## src/rtl/sfwp_pkg.sv

```systemverilog
`timescale 1ns/1ps
package sfwp_pkg;
  typedef enum logic [3:0] {
    OP_NONE, OP_WREN, OP_WRDI, OP_WRSR, OP_WRCR, OP_PP, OP_SE, OP_BE, OP_CE
  } op_e;

  localparam int RC_W      = 2;
  localparam int ST_BUSY   = 0;
  localparam int ST_WEL    = 1;
  localparam int ST_RC_LSB = 2;
  localparam int ST_LOCK   = 7;
  localparam int CF_SPLIT  = 0;
  localparam int CF_SUB    = 1;

  function automatic logic is_write_class(op_e op);
    return (op == OP_WRSR) || (op == OP_WRCR) || (op == OP_PP) ||
           (op == OP_SE) || (op == OP_BE) || (op == OP_CE);
  endfunction
endpackage

```

## src/rtl/sfwp_rst_sync.sv

```systemverilog
`timescale 1ns/1ps
module sfwp_rst_sync #(
  parameter int STAGES = 2
) (
  input  logic clk,
  input  logic arst_n,
  output logic srst_n
);
  logic [STAGES-1:0] chain_q;

  always_ff @(posedge clk or negedge arst_n) begin
    if (!arst_n) chain_q <= '0;
    else         chain_q <= {chain_q[STAGES-2:0], 1'b1};
  end

  assign srst_n = chain_q[STAGES-1];
endmodule

```

## src/rtl/sfwp_cmd_sel.sv

```systemverilog
`timescale 1ns/1ps
module sfwp_cmd_sel
  import sfwp_pkg::*;
(
  input  logic cmd_wren,
  input  logic cmd_wrdi,
  input  logic cmd_wrsr,
  input  logic cmd_wrcr,
  input  logic cmd_pp,
  input  logic cmd_se,
  input  logic cmd_be,
  input  logic cmd_ce,
  output op_e  op
);
  always_comb begin
    if      (cmd_wrdi) op = OP_WRDI;
    else if (cmd_wren) op = OP_WREN;
    else if (cmd_wrsr) op = OP_WRSR;
    else if (cmd_wrcr) op = OP_WRCR;
    else if (cmd_pp)   op = OP_PP;
    else if (cmd_se)   op = OP_SE;
    else if (cmd_be)   op = OP_BE;
    else if (cmd_ce)   op = OP_CE;
    else               op = OP_NONE;
  end
endmodule

```

## src/rtl/sfwp_region_check.sv

```systemverilog
`timescale 1ns/1ps
module sfwp_region_check
  import sfwp_pkg::*;
#(
  parameter int ADDR_W   = 17,
  parameter int SECTOR_W = 12,
  parameter int BLOCK_W  = 15,
  parameter int PAGE_W   = 8,
  parameter int SUB_W    = 10,
  localparam int SUBIDX_W = SECTOR_W - SUB_W,
  localparam int SUB_N    = 1 << SUBIDX_W
) (
  input  op_e               op,
  input  logic [ADDR_W-1:0] addr,
  input  logic [RC_W-1:0]   rcode,
  input  logic              split_en,
  input  logic [SUB_N-1:0]  sub_prot,
  output logic              locked,
  output logic [ADDR_W-1:0] lo,
  output logic [ADDR_W-1:0] hi
);
  logic [1:0]          quarter;
  logic                region_hit;
  logic                in_sector0;
  logic                split_active;
  logic [SUB_N-1:0]    sub_sel;
  logic                sub_hit;

  assign quarter    = addr[ADDR_W-1 -: 2];
  assign in_sector0 = (addr[ADDR_W-1:SECTOR_W] == '0);

  always_comb begin
    unique case (rcode)
      2'd0:    region_hit = 1'b0;
      2'd1:    region_hit = (quarter == 2'd3);
      2'd2:    region_hit = quarter[1];
      default: region_hit = 1'b1;
    endcase
  end

  for (genvar i = 0; i < SUB_N; i++) begin : g_sub
    assign sub_sel[i] = sub_prot[i] && (addr[SECTOR_W-1:SUB_W] == SUBIDX_W'(i));
  end
  assign sub_hit      = |sub_sel;
  assign split_active = split_en && in_sector0;

  always_comb begin
    locked = 1'b0;
    lo     = '0;
    hi     = '0;
    unique case (op)
      OP_PP: begin
        locked = split_active ? sub_hit : region_hit;
        lo     = addr;
        hi     = {addr[ADDR_W-1:PAGE_W], {PAGE_W{1'b1}}};
      end
      OP_SE: begin
        locked = split_active ? sub_hit : region_hit;
        if (split_active) begin
          lo = {addr[ADDR_W-1:SUB_W], {SUB_W{1'b0}}};
          hi = {addr[ADDR_W-1:SUB_W], {SUB_W{1'b1}}};
        end else begin
          lo = {addr[ADDR_W-1:SECTOR_W], {SECTOR_W{1'b0}}};
          hi = {addr[ADDR_W-1:SECTOR_W], {SECTOR_W{1'b1}}};
        end
      end
      OP_BE: begin
        locked = region_hit;
        lo     = {addr[ADDR_W-1:BLOCK_W], {BLOCK_W{1'b0}}};
        hi     = {addr[ADDR_W-1:BLOCK_W], {BLOCK_W{1'b1}}};
      end
      OP_CE: begin
        locked = (rcode != '0);
        lo     = '0;
        hi     = '1;
      end
      default: ;
    endcase
  end
endmodule

```

## src/rtl/sfwp_nv_regs.sv

```systemverilog
`timescale 1ns/1ps
module sfwp_nv_regs
  import sfwp_pkg::*;
(
  input  logic            clk,
  input  logic            rst_n,
  input  logic            load,
  input  logic [RC_W-1:0] rcode_in,
  input  logic            lock_in,
  output logic [RC_W-1:0] rcode,
  output logic            lock
);
  logic [RC_W-1:0] rcode_d;
  logic            lock_d;

  always_comb begin
    rcode_d = rcode;
    lock_d  = lock;
    if (load) begin
      rcode_d = rcode_in;
      lock_d  = lock_in;
    end
  end

  always_ff @(posedge clk or negedge rst_n) begin
    if (!rst_n) begin
      rcode <= '0;
      lock  <= 1'b0;
    end else begin
      rcode <= rcode_d;
      lock  <= lock_d;
    end
  end
endmodule

```

## src/rtl/sflash_wprot_ctrl.sv

```systemverilog
`timescale 1ns/1ps
module sflash_wprot_ctrl
  import sfwp_pkg::*;
#(
  parameter int ADDR_W   = 17,
  parameter int SECTOR_W = 12,
  parameter int BLOCK_W  = 15,
  parameter int PAGE_W   = 8,
  parameter int SUB_W    = 10,
  localparam int SUB_N   = 1 << (SECTOR_W - SUB_W)
) (
  input  logic              clk,
  input  logic              por_n,
  input  logic              nv_rst_n,
  input  logic              cmd_wren,
  input  logic              cmd_wrdi,
  input  logic              cmd_wrsr,
  input  logic              cmd_wrcr,
  input  logic              cmd_pp,
  input  logic              cmd_se,
  input  logic              cmd_be,
  input  logic              cmd_ce,
  input  logic [ADDR_W-1:0] addr,
  input  logic [7:0]        wdata,
  input  logic              wp_n,
  input  logic              array_done,
  output logic              grant,
  output logic              deny,
  output logic [ADDR_W-1:0] grant_lo,
  output logic [ADDR_W-1:0] grant_hi,
  output logic [7:0]        status_o,
  output logic [7:0]        config_o,
  output logic              busy
);
  localparam logic [RC_W-1:0] RC_ALL = '1;

  logic vol_rst_n, nv_srst_n;
  sfwp_rst_sync #(.STAGES(2)) u_vol_sync (.clk(clk), .arst_n(por_n & nv_rst_n), .srst_n(vol_rst_n));
  sfwp_rst_sync #(.STAGES(2)) u_nv_sync  (.clk(clk), .arst_n(nv_rst_n),         .srst_n(nv_srst_n));

  op_e op;
  sfwp_cmd_sel u_sel (
    .cmd_wren(cmd_wren), .cmd_wrdi(cmd_wrdi), .cmd_wrsr(cmd_wrsr), .cmd_wrcr(cmd_wrcr),
    .cmd_pp(cmd_pp), .cmd_se(cmd_se), .cmd_be(cmd_be), .cmd_ce(cmd_ce), .op(op)
  );

  logic [RC_W-1:0] rcode;
  logic            lock;
  logic            nv_load;
  logic            unused_wdata;
  assign unused_wdata = ^wdata[6:5];

  sfwp_nv_regs u_nv (
    .clk(clk), .rst_n(nv_srst_n), .load(nv_load),
    .rcode_in(wdata[ST_RC_LSB +: RC_W]), .lock_in(wdata[ST_LOCK]),
    .rcode(rcode), .lock(lock)
  );

  logic              wel_q, wel_d;
  logic              busy_q, busy_d;
  logic              split_q, split_d;
  logic [SUB_N-1:0]  sub_q, sub_d;
  logic              grant_d, deny_d;
  logic [ADDR_W-1:0] lo_q, lo_d, hi_q, hi_d;

  logic              locked;
  logic [ADDR_W-1:0] rlo, rhi;

  sfwp_region_check #(
    .ADDR_W(ADDR_W), .SECTOR_W(SECTOR_W), .BLOCK_W(BLOCK_W),
    .PAGE_W(PAGE_W), .SUB_W(SUB_W)
  ) u_region (
    .op(op), .addr(addr), .rcode(rcode), .split_en(split_q), .sub_prot(sub_q),
    .locked(locked), .lo(rlo), .hi(rhi)
  );

  logic blocked;
  always_comb begin
    unique case (op)
      OP_WRSR: blocked = lock && !wp_n;
      OP_WRCR: blocked = 1'b0;
      default: blocked = locked;
    endcase
  end

  always_comb begin
    wel_d   = wel_q;
    busy_d  = busy_q;
    split_d = split_q;
    sub_d   = sub_q;
    lo_d    = lo_q;
    hi_d    = hi_q;
    grant_d = 1'b0;
    deny_d  = 1'b0;
    nv_load = 1'b0;

    if (busy_q && array_done) begin
      busy_d = 1'b0;
      wel_d  = 1'b0;
    end

    if (op == OP_WREN) begin
      wel_d = 1'b1;
    end else if (op == OP_WRDI) begin
      wel_d = 1'b0;
    end else if (is_write_class(op)) begin
      if (wel_q && !busy_q && !blocked) begin
        grant_d = 1'b1;
        lo_d    = rlo;
        hi_d    = rhi;
        unique case (op)
          OP_WRSR: begin
            nv_load = 1'b1;
            busy_d  = 1'b1;
            if (wdata[ST_RC_LSB +: RC_W] != RC_ALL) split_d = 1'b0;
          end
          OP_WRCR: begin
            split_d = wdata[CF_SPLIT] && (rcode == RC_ALL);
            sub_d   = wdata[CF_SUB +: SUB_N];
            wel_d   = 1'b0;
          end
          default: busy_d = 1'b1;
        endcase
      end else begin
        deny_d = 1'b1;
        wel_d  = 1'b0;
      end
    end
  end

  always_ff @(posedge clk or negedge vol_rst_n) begin
    if (!vol_rst_n) begin
      wel_q   <= 1'b0;
      busy_q  <= 1'b0;
      split_q <= 1'b0;
      sub_q   <= '0;
      grant   <= 1'b0;
      deny    <= 1'b0;
      lo_q    <= '0;
      hi_q    <= '0;
    end else begin
      wel_q   <= wel_d;
      busy_q  <= busy_d;
      split_q <= split_d;
      sub_q   <= sub_d;
      grant   <= grant_d;
      deny    <= deny_d;
      lo_q    <= lo_d;
      hi_q    <= hi_d;
    end
  end

  always_comb begin
    status_o                      = '0;
    status_o[ST_BUSY]             = busy_q;
    status_o[ST_WEL]              = wel_q;
    status_o[ST_RC_LSB +: RC_W]   = rcode;
    status_o[ST_LOCK]             = lock;
    config_o                      = '0;
    config_o[CF_SPLIT]            = split_q;
    config_o[CF_SUB +: SUB_N]     = sub_q;
  end

  assign busy     = busy_q;
  assign grant_lo = lo_q;
  assign grant_hi = hi_q;
endmodule

```

## config.mk

```make
export PLATFORM = sky130hd
export DESIGN_NAME = sflash_wprot_ctrl
export DESIGN_NICKNAME = d
export VERILOG_FILES = /design/src/rtl/sfwp_pkg.sv /design/src/rtl/sfwp_rst_sync.sv /design/src/rtl/sfwp_cmd_sel.sv /design/src/rtl/sfwp_region_check.sv /design/src/rtl/sfwp_nv_regs.sv /design/src/rtl/sflash_wprot_ctrl.sv
export SDC_FILE = /design/constraint.sdc
export NUM_CORES = 1
export LEC_CHECK = 0
export BUFFER_PORTS_ARGS = -buffer_cell sky130_fd_sc_hd__buf_2
export CAP_MARGIN = 10
export CORE_ASPECT_RATIO = 1.75
export CORE_MARGIN = 2
export CORE_UTILIZATION = 30
export DETAILED_ROUTE_END_ITERATION = 10
export PLACE_DENSITY = 0.58
export RECOVER_POWER = 50
export SLEW_MARGIN = 5
export SYNTH_ARGS = -nofsm -noshare
export SYNTH_HDL_FRONTEND = slang
export SYNTH_SLANG_ARGS = --single-unit
```

## constraint.sdc

```tcl
create_clock -name clk -period 1.9 [get_ports clk]
set_input_delay 0.19 -clock clk [delete_from_list [all_inputs] [get_ports clk]]
set_output_delay 0.19 -clock clk [all_outputs]
set_load 0.05 [all_outputs]
```

==> impl_metrics.env <==
export IMPL_max_cap_violations=0
export IMPL_grt_pass1_wl_um=8110
export IMPL_clock_latency_ps=280
export IMPL_route_detailed_wl_per_inst_um=13.5
export IMPL_synth_top_cell_area_share_pct=49.0
export IMPL_status="completed"
export IMPL_hold_violations=0
export IMPL_synth_edf_count=0
export IMPL_top_layer="met4"
export IMPL_nets=336
export IMPL_setup_viol=0
export IMPL_port_buffers=82
export IMPL_drc_errors=0
export IMPL_postPlaceCellArea_mm2=0.00277
export IMPL_io_pins=91
export IMPL_cts_buffer_depth=2
export IMPL_wl_met3_um=288
export IMPL_htreeDepth=2
export IMPL_finalCritPeriodShare_pct=94.6
export IMPL_diodes=0
export IMPL_synth_top_cells_by_count="dfrtp_1, inv_1, mux2i_1, buf_4, nand2_1"
export IMPL_cp_arrival_ps=1970
export IMPL_cts_setup_buffers=0
export IMPL_overflow=0
export IMPL_clk_pin_slew_worst_paths_ps=60
export IMPL_p_leak_nw=1.54
export IMPL_synth_ff_type="dfrtp_1"
export IMPL_viasPerCell=4.48
export IMPL_dieArea_mm2=0.00804
export IMPL_wl_met1_um=2000
export IMPL_hpwl_um=4180
export IMPL_yosys_cell_types_count=39
export IMPL_die_y_um=117
export IMPL_ys_seq_area_share_pct=49.0
export IMPL_ys_ff_latch=43
export IMPL_grt_pass1_vias=1727
export IMPL_track_usage_pct=13.9
export IMPL_rows=41
export IMPL_tritoncts_num_buffers=5
export IMPL_drt_iter0_markers=64
export IMPL_coreArea_mm2=0.00713
export IMPL_wirelength_um=5210
export IMPL_finClkSkew_ps=4.58
export IMPL_fin_crit_ps=1800
export IMPL_rr_startpoint="sub_q[3]$_DFFE_PN0P_"
export IMPL_num_vias=1724
export IMPL_cp_slowest_cell="mux4_2"
export IMPL_antenna_left=0
export IMPL_synth_most_common_cell="dfrtp_1"
export IMPL_fmax_ghz=0.556
export IMPL_path_cells="mux4_2 -> a22oi_2 -> nand3_2 -> buf_12 -> mux2_4"
export IMPL_rsz0062_at_grt="false"
export IMPL_grt_max_degree=26
export IMPL_rr_worst_depth=5
export IMPL_cts_tree="built"
export IMPL_crit_type="flip-flop to flip-flop"
export IMPL_fin_area_mm2=0.00292
export IMPL_critical_path_peak_fanout=14
export IMPL_synthCells=205
export IMPL_synth_area_per_cell_um2=10.7
export IMPL_yosysTopAreaCell="dfrtp_1"
export IMPL_initial_core_util_pct=30.8
export IMPL_slew_viol_final=0
export IMPL_r2r_slack_ps=100
export IMPL_synthesis_area_mm2=0.00219
export IMPL_antenna_found_initial=0
export IMPL_fin_setup_tns_ps=0
export IMPL_crit_path_end_kind="flip-flop"
export IMPL_tightest_slew_ps=629
export IMPL_drive_gt1_share_pct=40.1
export IMPL_cpPeakStageDelay_ps=480
export IMPL_yosys_warnings=0
export IMPL_rr_endpoint="grant_hi[16]$_DFFE_PN0P_"
export IMPL_dr_pass1_iters=4
export IMPL_async_flop_share_pct=100
export IMPL_syn2layout_area_growth_pct=33.2
export IMPL_place_gp_congestion=0.758
export IMPL_met2WireLength_um=2820
export IMPL_hp_class="flip-flop to async pin"
export IMPL_relSlewSlack_pct=58.1
export IMPL_cts_sinks=43
export IMPL_required_ps=2070
export IMPL_synth_area_leaders="dfrtp_1, mux2i_1, mux2_2"
export IMPL_power_density_mw_per_mm2=958
export IMPL_peakVddDrop_v=0.000692
export IMPL_die_x_um=68.7
export IMPL_worstSetupStartpointType="flip-flop"
export IMPL_root_buffer="clkbuf_16"
==> cell usage in the layout (no fill, tap or decap), types with 2 or more instances in the layout <==
cell           synthesis  final
mux2_2                15      7
nor2_1                10     10
nand3_1                5      5
dfrtp_2                0      6
o21ai_0                7      6
clkbuf_8               0      2
nor4_1                 2      2
dlygate4sd3_1          0      2
a21oi_1                5      5
conb_1                 2      8
a211oi_2               1      2
buf_12                 1      2
or3_1                  2      2
mux2i_1               19     19
nand2_1               17     17
buf_4                 18     17
clkbuf_1               1     21
buf_2                  0     61
and3_1                 2      2
inv_1                 28     28
mux2_4                 0      8
dfrtp_1               43     37
clkbuf_16              0      5
nand2b_1               2      2
==> layout make-up <==
class,instances,area [µm²]
Multi-Input combinational cell,116,890
Inverter,28,105
Tap cell,86,108
Clock buffer,7,153
Sequential cell,43,1080
Clock inverter,1,7.51
Timing Repair Buffer,104,577
Fill cell,718,4210
==> sequential cells by signal, summed over array words and instances (netlist names) <==
register	count
grant_lo	17
grant_hi	10
sub_q	4
u_nv.rcode	2
u_nv_sync.chain_q	2
u_vol_sync.chain_q	2
busy	1
deny	1
grant	1
split_q	1
u_nv.lock	1
wel_q	1
==> worst max-delay path by stage <==
stage,slack [ps],cells after the start,from,end
6_report,100,5,sub_q[3]$_DFFE_PN0P_,grant_hi[16]$_DFFE_PN0P_
4_1_cts,8,6,busy$_DFF_PN0_,grant_hi[16]$_DFFE_PN0P_
2_1_floorplan,6,6,busy$_DFF_PN0_,grant_hi[10]$_DFFE_PN0P_
3_5_place_dp,-90,8,cmd_wrcr,grant_lo[1]$_DFFE_PN0P_
5_1_grt,20,6,sub_q[3]$_DFFE_PN0P_,grant_lo[5]$_DFFE_PN0P_
3_3_place_gp,-50,7,cmd_wrcr,grant_hi[8]$_DFFE_PN0P_
==> kinds of logic (layout without fill, tap and decap cells) <==
logic type | count (synthesis) | in the layout | share of synthesized area, %
AND/OR/NAND/NOR | 50 | 50 | 12.3
buffers and inverters | 52 | 140 | 13.7
multiplexers | 35 | 35 | 17.4
AO/OA/AOI/OAI | 23 | 23 | 7.24
other | 2 | 8 | 0.342
flip-flops | 43 | 43 | 49.0
==> routing by layer <==
| metal | global-route usage (%) | up-vias |
|---|---|---|
| met5 | 0 | - |
| met4 | 6.40 | 0 |
| met1 | 15.3 | 810 |
| met2 | 24.4 | 58 |
| met3 | 3.54 | 9 |
| li1 | - | 847 |
==> critical path: cells and delay by family (launching register included) <==
kind,cells,cell delay (ps)
simple gates,1,120
mux,2,770
buf+inv,1,180
compound gates,1,200
flops,1,410
==> power by group <==
part	internal (mW)	switching (mW)	total, mW	leakage [nW]
clock network	0.558	0.341	0.899	0.0761
logic	0.219	0.582	0.801	0.895
registers	1.02	0.0823	1.10	0.567
==> through the flow <==
stage                     utilization [%]  total power, mW  std cells  hold WS, ps  setup WS (ps)
after detailed placement             38.9             1.93        375        -7.63          -94.1
after CTS                            41.4             2.86        385         47.1           7.88
after global routing                 41.0             2.94        385         61.0           15.4
after global placement               38.9             1.92        375        -8.42          -48.2
after floorplan                         -             1.74        211         -106           5.62
final                                41.0             2.80        385         44.0            102
==> timing repair <==
action	in CTS	in global routing
hold buffers	2	0
gates resized for setup	0	2
endpoints found under the setup margin	0	31
hold endpoints to repair	4	0
Note: power is estimated with default switching activity, not from simulation.
